$ cat src/rtl/idm_pkg.sv
package idm_pkg;
  typedef enum logic [1:0] {
    BF_CLR  = 2'b00,
    BF_SET  = 2'b01,
    BF_CPL  = 2'b10,
    BF_LOAD = 2'b11
  } bitfn_e;

  localparam logic [7:0] SFR_ACC = 8'hE0;
  localparam logic [7:0] SFR_B   = 8'hF0;
  localparam logic [7:0] SFR_PSW = 8'hD0;
  localparam logic [7:0] SFR_DPL = 8'h82;
  localparam logic [7:0] SFR_DPH = 8'h83;

  typedef struct packed {
    logic       sfr_sel;
    logic [7:0] idx;
    logic [2:0] bpos;
  } route_t;
endpackage

$ cat src/rtl/idm_route.sv
module idm_route
  import idm_pkg::*;
#(
  parameter logic [7:0] BIT_BASE = 8'h20
) (
  input  logic [7:0] addr,
  input  logic       indirect,
  input  logic       reg_en,
  input  logic       bit_en,
  input  logic [1:0] bank,
  output route_t     route
);
  always_comb begin
    route.sfr_sel = 1'b0;
    route.idx     = addr;
    route.bpos    = addr[2:0];
    if (bit_en) begin
      if (!addr[7]) begin
        route.idx = BIT_BASE + {4'b0000, addr[6:3]};
      end else begin
        route.sfr_sel = 1'b1;
        route.idx     = {addr[7:3], 3'b000};
      end
    end else if (reg_en) begin
      route.idx = {3'b000, bank, addr[2:0]};
    end else if (addr[7] && !indirect) begin
      route.sfr_sel = 1'b1;
    end
  end
endmodule

$ cat src/rtl/idm_ram.sv
module idm_ram #(
  parameter int ADDR_W = 8,
  parameter int DATA_W = 8
) (
  input  logic              clk,
  input  logic              we,
  input  logic [ADDR_W-1:0] addr,
  input  logic [DATA_W-1:0] wdata,
  output logic [DATA_W-1:0] rdata
);
  localparam int DEPTH = 1 << ADDR_W;

  logic [DATA_W-1:0] mem [DEPTH];

  always_ff @(posedge clk) begin
    if (we) mem[addr] <= wdata;
  end

  assign rdata = mem[addr];
endmodule

$ cat src/rtl/idm_sfr.sv
module idm_sfr
  import idm_pkg::*;
#(
  parameter int DATA_W = 8
) (
  input  logic              clk,
  input  logic              rst,
  input  logic              we,
  input  logic [7:0]        addr,
  input  logic [DATA_W-1:0] wdata,
  output logic [DATA_W-1:0] rdata,
  output logic [DATA_W-1:0] acc,
  output logic [1:0]        bank
);
  logic [DATA_W-1:0] b_q, psw_q, dpl_q, dph_q;

  always_ff @(posedge clk) begin
    if (rst) begin
      acc   <= '0;
      b_q   <= '0;
      psw_q <= '0;
      dpl_q <= '0;
      dph_q <= '0;
    end else if (we) begin
      case (addr)
        SFR_ACC: acc   <= wdata;
        SFR_B:   b_q   <= wdata;
        SFR_PSW: psw_q <= wdata;
        SFR_DPL: dpl_q <= wdata;
        SFR_DPH: dph_q <= wdata;
        default: ;
      endcase
    end
  end

  always_comb begin
    case (addr)
      SFR_ACC: rdata = acc;
      SFR_B:   rdata = b_q;
      SFR_PSW: rdata = psw_q;
      SFR_DPL: rdata = dpl_q;
      SFR_DPH: rdata = dph_q;
      default: rdata = '0;
    endcase
  end

  assign bank = psw_q[4:3];

  assert_acc_hold_R4: assert property (@(posedge clk) disable iff (rst)
    (!we || addr != SFR_ACC) |=> $stable(acc));

  assert_unimpl_zero_R5: assert property (@(posedge clk) disable iff (rst)
    (addr[7:4] == 4'h9) |-> (rdata == '0));
endmodule

$ cat src/rtl/idm_mapper.sv
module idm_mapper
  import idm_pkg::*;
#(
  parameter int         ADDR_W   = 8,
  parameter int         DATA_W   = 8,
  parameter logic [7:0] BIT_BASE = 8'h20
) (
  input  logic              clk,
  input  logic              rst,
  input  logic              rd_en,
  input  logic              wr_en,
  input  logic              bit_en,
  input  logic              reg_en,
  input  logic              indirect,
  input  logic [1:0]        bit_fn,
  input  logic [ADDR_W-1:0] addr,
  input  logic [DATA_W-1:0] wr_data,
  output logic [DATA_W-1:0] rd_data,
  output logic              rd_valid,
  output logic              rd_bit,
  output logic [DATA_W-1:0] acc_q
);
  route_t            route;
  logic [1:0]        bank;
  logic [DATA_W-1:0] ram_rdata, sfr_rdata, cur_byte, mod_byte, store_byte, mask;
  logic              ram_we, sfr_we, new_bit;

  idm_route #(.BIT_BASE(BIT_BASE)) u_route (
    .addr(addr), .indirect(indirect), .reg_en(reg_en),
    .bit_en(bit_en), .bank(bank), .route(route)
  );

  idm_ram #(.ADDR_W(ADDR_W), .DATA_W(DATA_W)) u_ram (
    .clk(clk), .we(ram_we), .addr(route.idx),
    .wdata(store_byte), .rdata(ram_rdata)
  );

  idm_sfr #(.DATA_W(DATA_W)) u_sfr (
    .clk(clk), .rst(rst), .we(sfr_we), .addr(route.idx),
    .wdata(store_byte), .rdata(sfr_rdata), .acc(acc_q), .bank(bank)
  );

  assign cur_byte = route.sfr_sel ? sfr_rdata : ram_rdata;
  assign mask     = {{(DATA_W-1){1'b0}}, 1'b1} << route.bpos;

  always_comb begin
    case (bitfn_e'(bit_fn))
      BF_CLR:  new_bit = 1'b0;
      BF_SET:  new_bit = 1'b1;
      BF_CPL:  new_bit = ~cur_byte[route.bpos];
      default: new_bit = wr_data[0];
    endcase
    mod_byte = new_bit ? (cur_byte | mask) : (cur_byte & ~mask);
  end

  assign store_byte = bit_en ? mod_byte : wr_data;
  assign ram_we     = wr_en && !route.sfr_sel;
  assign sfr_we     = wr_en && route.sfr_sel;

  always_ff @(posedge clk) begin
    if (rst) begin
      rd_data  <= '0;
      rd_valid <= 1'b0;
      rd_bit   <= 1'b0;
    end else begin
      rd_valid <= rd_en;
      if (rd_en) rd_data <= cur_byte;
      if (bit_en && (rd_en || wr_en)) rd_bit <= cur_byte[route.bpos];
    end
  end

  assert_reset_state_R1: assert property (@(posedge clk) disable iff (rst)
    $past(rst) |-> (!rd_valid && !rd_bit && rd_data == '0 && acc_q == '0));

  assert_read_valid_R10: assert property (@(posedge clk) disable iff (rst)
    rd_en |=> rd_valid);

  assert_idle_valid_R10: assert property (@(posedge clk) disable iff (rst)
    !rd_en |=> (!rd_valid && $stable(rd_data)));

  assert_reg_bank_R6: assert property (@(posedge clk) disable iff (rst)
    (reg_en && !bit_en) |-> (!route.sfr_sel && route.idx[7:5] == 3'b000 &&
                             route.idx[4:3] == bank));

  assert_bit_low_R7: assert property (@(posedge clk) disable iff (rst)
    (bit_en && !addr[7]) |-> (!route.sfr_sel && route.idx[7:4] == BIT_BASE[7:4]));

  assert_bit_high_R8: assert property (@(posedge clk) disable iff (rst)
    (bit_en && addr[7]) |-> (route.sfr_sel && route.idx[2:0] == 3'b000));

  assert_acc_bit_set_R9: assert property (@(posedge clk) disable iff (rst)
    (wr_en && bit_en && addr[7:3] == 5'b11100 && bit_fn == 2'b01)
      |=> acc_q[$past(addr[2:0])]);
endmodule

$ cat config.mk
export PLATFORM = sky130hd
export DESIGN_NAME = idm_mapper
export DESIGN_NICKNAME = d
export VERILOG_FILES = /design/src/rtl/idm_pkg.sv /design/src/rtl/idm_route.sv /design/src/rtl/idm_ram.sv /design/src/rtl/idm_sfr.sv /design/src/rtl/idm_mapper.sv
export SDC_FILE = /design/constraint.sdc
export NUM_CORES = 2
export LEC_CHECK = 0
export CAP_MARGIN = 0
export CORE_AREA = 8 8 493 447
export CTS_CLUSTER_DIAMETER = 80
export DETAILED_ROUTE_END_ITERATION = 8
export DIE_AREA = 0 0 501 455
export HOLD_SLACK_MARGIN = 0.05
export PLACE_DENSITY = 0.53
export SYNTH_ARGS = -nofsm -noshare
export SYNTH_HDL_FRONTEND = slang
export SYNTH_SLANG_ARGS = --single-unit
export TNS_END_PERCENT = 50
$ cat constraint.sdc
create_clock -name clk -period 38 [get_ports clk]
set_clock_uncertainty 0.05 [all_clocks]
set_input_delay 5.7 -clock clk [delete_from_list [all_inputs] [get_ports clk]]
set_output_delay 5.7 -clock clk [all_outputs]
set_load 0.005 [all_outputs]
==> results.yml <==
placed_design:
  dp_cells: 8329
  io_buffers: 42
  gp_congestion: 0.937
  pre_cts_ws_ns: 21.70
  hpwl_mm: 181
  postPlaceCellArea_um2: 88000
synthesis:
  synthSimpleGateAreaFrac_pct: 8.89
  synth_mux_area_share_pct: 4.79
  ys_ff_latch: 2098
  syn-instance-count: 5640
  synth_edf_count: 2048
  synth_area_um2: 84200
  synth_ff_type: "edfxtp_1"
  synth_top_family_by_area: "compound AO/OA/AOI/OAI gates"
  synth_xor_area_share_pct: 0
  synthAdderAreaFrac_pct: 0
  async_reset_ff_share_pct: 0
  seq_area_frac_synth_pct: 74.3
  synth.net_count: 5665
  avgSynthCellArea_um2: 14.9
  yosys_warnings: 0
  synth_cell_types: 85
  synth_compound_area_share_pct: 9.70
critical_path:
  cp-start-kind: "input pin"
  crit_arrival_ns: 16.13
  worstPathRequired_ns: 38.45
  cp-startpoint: "bit_en"
  end_kind: "flip-flop"
  r2r_setup_slack_ns: 29.18
  r2r-start: "u_sfr.psw_q[3]"
  crit_fanout: 161
  critPathKind: "input pin to flip-flop"
global_route:
  grt_pass1_vias: 50200
  grt_overflow: 0
  use_met1_pct: 35.6
  grt_max_degree: 189
  top_usage_layer: "met2"
  grt_pass1_wl_mm: 408
  grt_use_total_pct: 25.2
  grt_antenna_before_repair: 21
  grt.met3_usage_pct: 7.08
  met2_usage_pct: 37.0
min_path:
  min_path_type: "flip-flop to flip-flop"
  hold_start: "u_sfr.b_q[0]"
timing:
  worst_slew_pin_slew_ns: 1.42
  holdWs_ns: 0.447
  slew_headroom_pct: 4.06
  setup-violations-final: 0
  fin_crit_ns: 15.68
  slew_violations: 0
  rsz0062_at_grt: "no"
  fin_crit_sh_pct: 41.3
  finalHoldViolCount: 0
  tns_ns: 0
  setup_slack_ns: 22.32
  fmax_mhz: 63.8
cts:
  cts_max_level: 4
  ctsLongestPathBuffers: 3
  cts_resized: 0
  ctsRootBufferMaster: "clkbuf_16"
  cts_setup_buffers: 0
  cts_hold_buf: 0
  clk_latency_ns: 0.87
  cts.sink_count: 2098
  path_clk_slew_ns: 0.06
  cts_made_buffers: 215
  cts_tree: "built"
floorplan:
  rows: 161
  top_level_ports: 43
  core_um2: 212000
  dieArea_um2: 228000
  start_util_pct: 39.7
  chipHeight_um: 455
  die_w_um: 501
routing:
  routed_via_density: 6.17
  drcViolationCount: 0
  ant_nets: 0
  routed_wl_mm: 296
  drt_iter0_drc: 7431
  dr.pass1.iters: 6
  wl_per_cell_um: 33.9
  vias: 53800
finish:
  fillCellCount: 18700
  fin_cells: 8726
  layout_commonest_cell: "edfxtp_1"
  layout_common_cells: "2,048 x edfxtp_1, 837 x nand2_1, 347 x nor2_1"
  final_area_um2: 94500
  syn2layout_area_growth_pct: 12.3
  final_core_util_pct: 44.6
  fin_nets: 5719
  drive_gt1_share_pct: 11.3
power_and_ir_drop:
  cellLeakagePower_nw: 30.2
  irDropWorstVdd_mv: 0.0398
  p_total_mw: 5.04
  power_density_nw_per_um2: 53.3
outcome:
  status: "finished clean"
job:
  cap_violations: 0
-- worst paths after layout --
| path | endpoint | depth (start not counted) |
|---|---|---|
| max | u_ram.mem[55][0] | 20 |
| min | u_sfr.b_q[0] | 2 |
| max reg2reg | u_ram.mem[87][6] | 16 |
| min reg2reg | u_sfr.b_q[0] | 2 |
-- logic make-up (layout without fill, tap and decap cells) --
kind of cell,count (synthesis),in the layout
other,0,7
buffers and inverters,423,650
and+or+nand+nor,1692,1692
DFF,2098,2098
AOI/OAI and AO/OA,1176,1176
muxes,251,251
-- registers in the layout (all words and copies together) (netlist names) --
signal / flops
rd_bit: 1
rd_data: 8
rd_valid: 1
u_ram.mem: 2048
u_sfr.acc: 8
u_sfr.b_q: 8
u_sfr.dph_q: 8
u_sfr.dpl_q: 8
u_sfr.psw_q: 8
-- per-layer routing --
metal,share of wire [%],vias to the layer above
li1,-,22200
met1,41,27900
met2,43,3104
met3,11,559
met4,4.2,8
met5,0.019,-
-- where the power goes --
part / total [mW] / switching (mW) / internal (mW) / leakage, nW
combinational: 0.430 / 0.339 / 0.0919 / 8.19
sequential: 2.62 / 0.00169 / 2.61 / 18.9
clock: 1.99 / 0.895 / 1.10 / 3.16
-- layout make-up --
class | instances | area, µm² | share of cell area, %
flip-flops and latches | 2098 | 62500 | 66.1
multi-input cells | 3119 | 19900 | 21.0
clock buffers | 285 | 5740 | 6.07
well taps | 2852 | 3570 | 3.77
repair buffers | 245 | 2010 | 2.13
clock inverters | 105 | 751 | 0.794
inverters | 15 | 109 | 0.115
diodes | 7 | 17.5 | 0.0185
-- synthesized netlist by cell type, types with 94 or more instances --
master / count / area [µm²]
a211oi_1: 248 / 1860
nand3_1: 149 / 746
a31oi_1: 94 / 588
mux2i_1: 122 / 1220
buf_2: 152 / 761
and3_1: 178 / 1110
a21oi_1: 281 / 1410
clkbuf_1: 175 / 657
nor2_1: 359 / 1350
nand2_1: 846 / 3180
a22oi_1: 117 / 878
edfxtp_1: 2048 / 61500
mux4_2: 120 / 2700
-- critical path, stage by stage --
cell       delay (ns)
buf_2            0.33
buf_4            0.54
and2b_2          0.46
nor2_4           0.51
buf_4            0.70
buf_4            0.69
buf_4            0.66
buf_4            0.74
mux2i_1          0.25
a2111oi_0        0.11
nor4_1           0.50
buf_4            0.21
and4_1           0.24
nand4_1          0.16
nor4_1           1.10
o2111ai_2        0.32
or4_1            0.47
a31o_2           0.31
inv_8            0.60
buf_4            0.93
(Power assumes the default switching activity.)
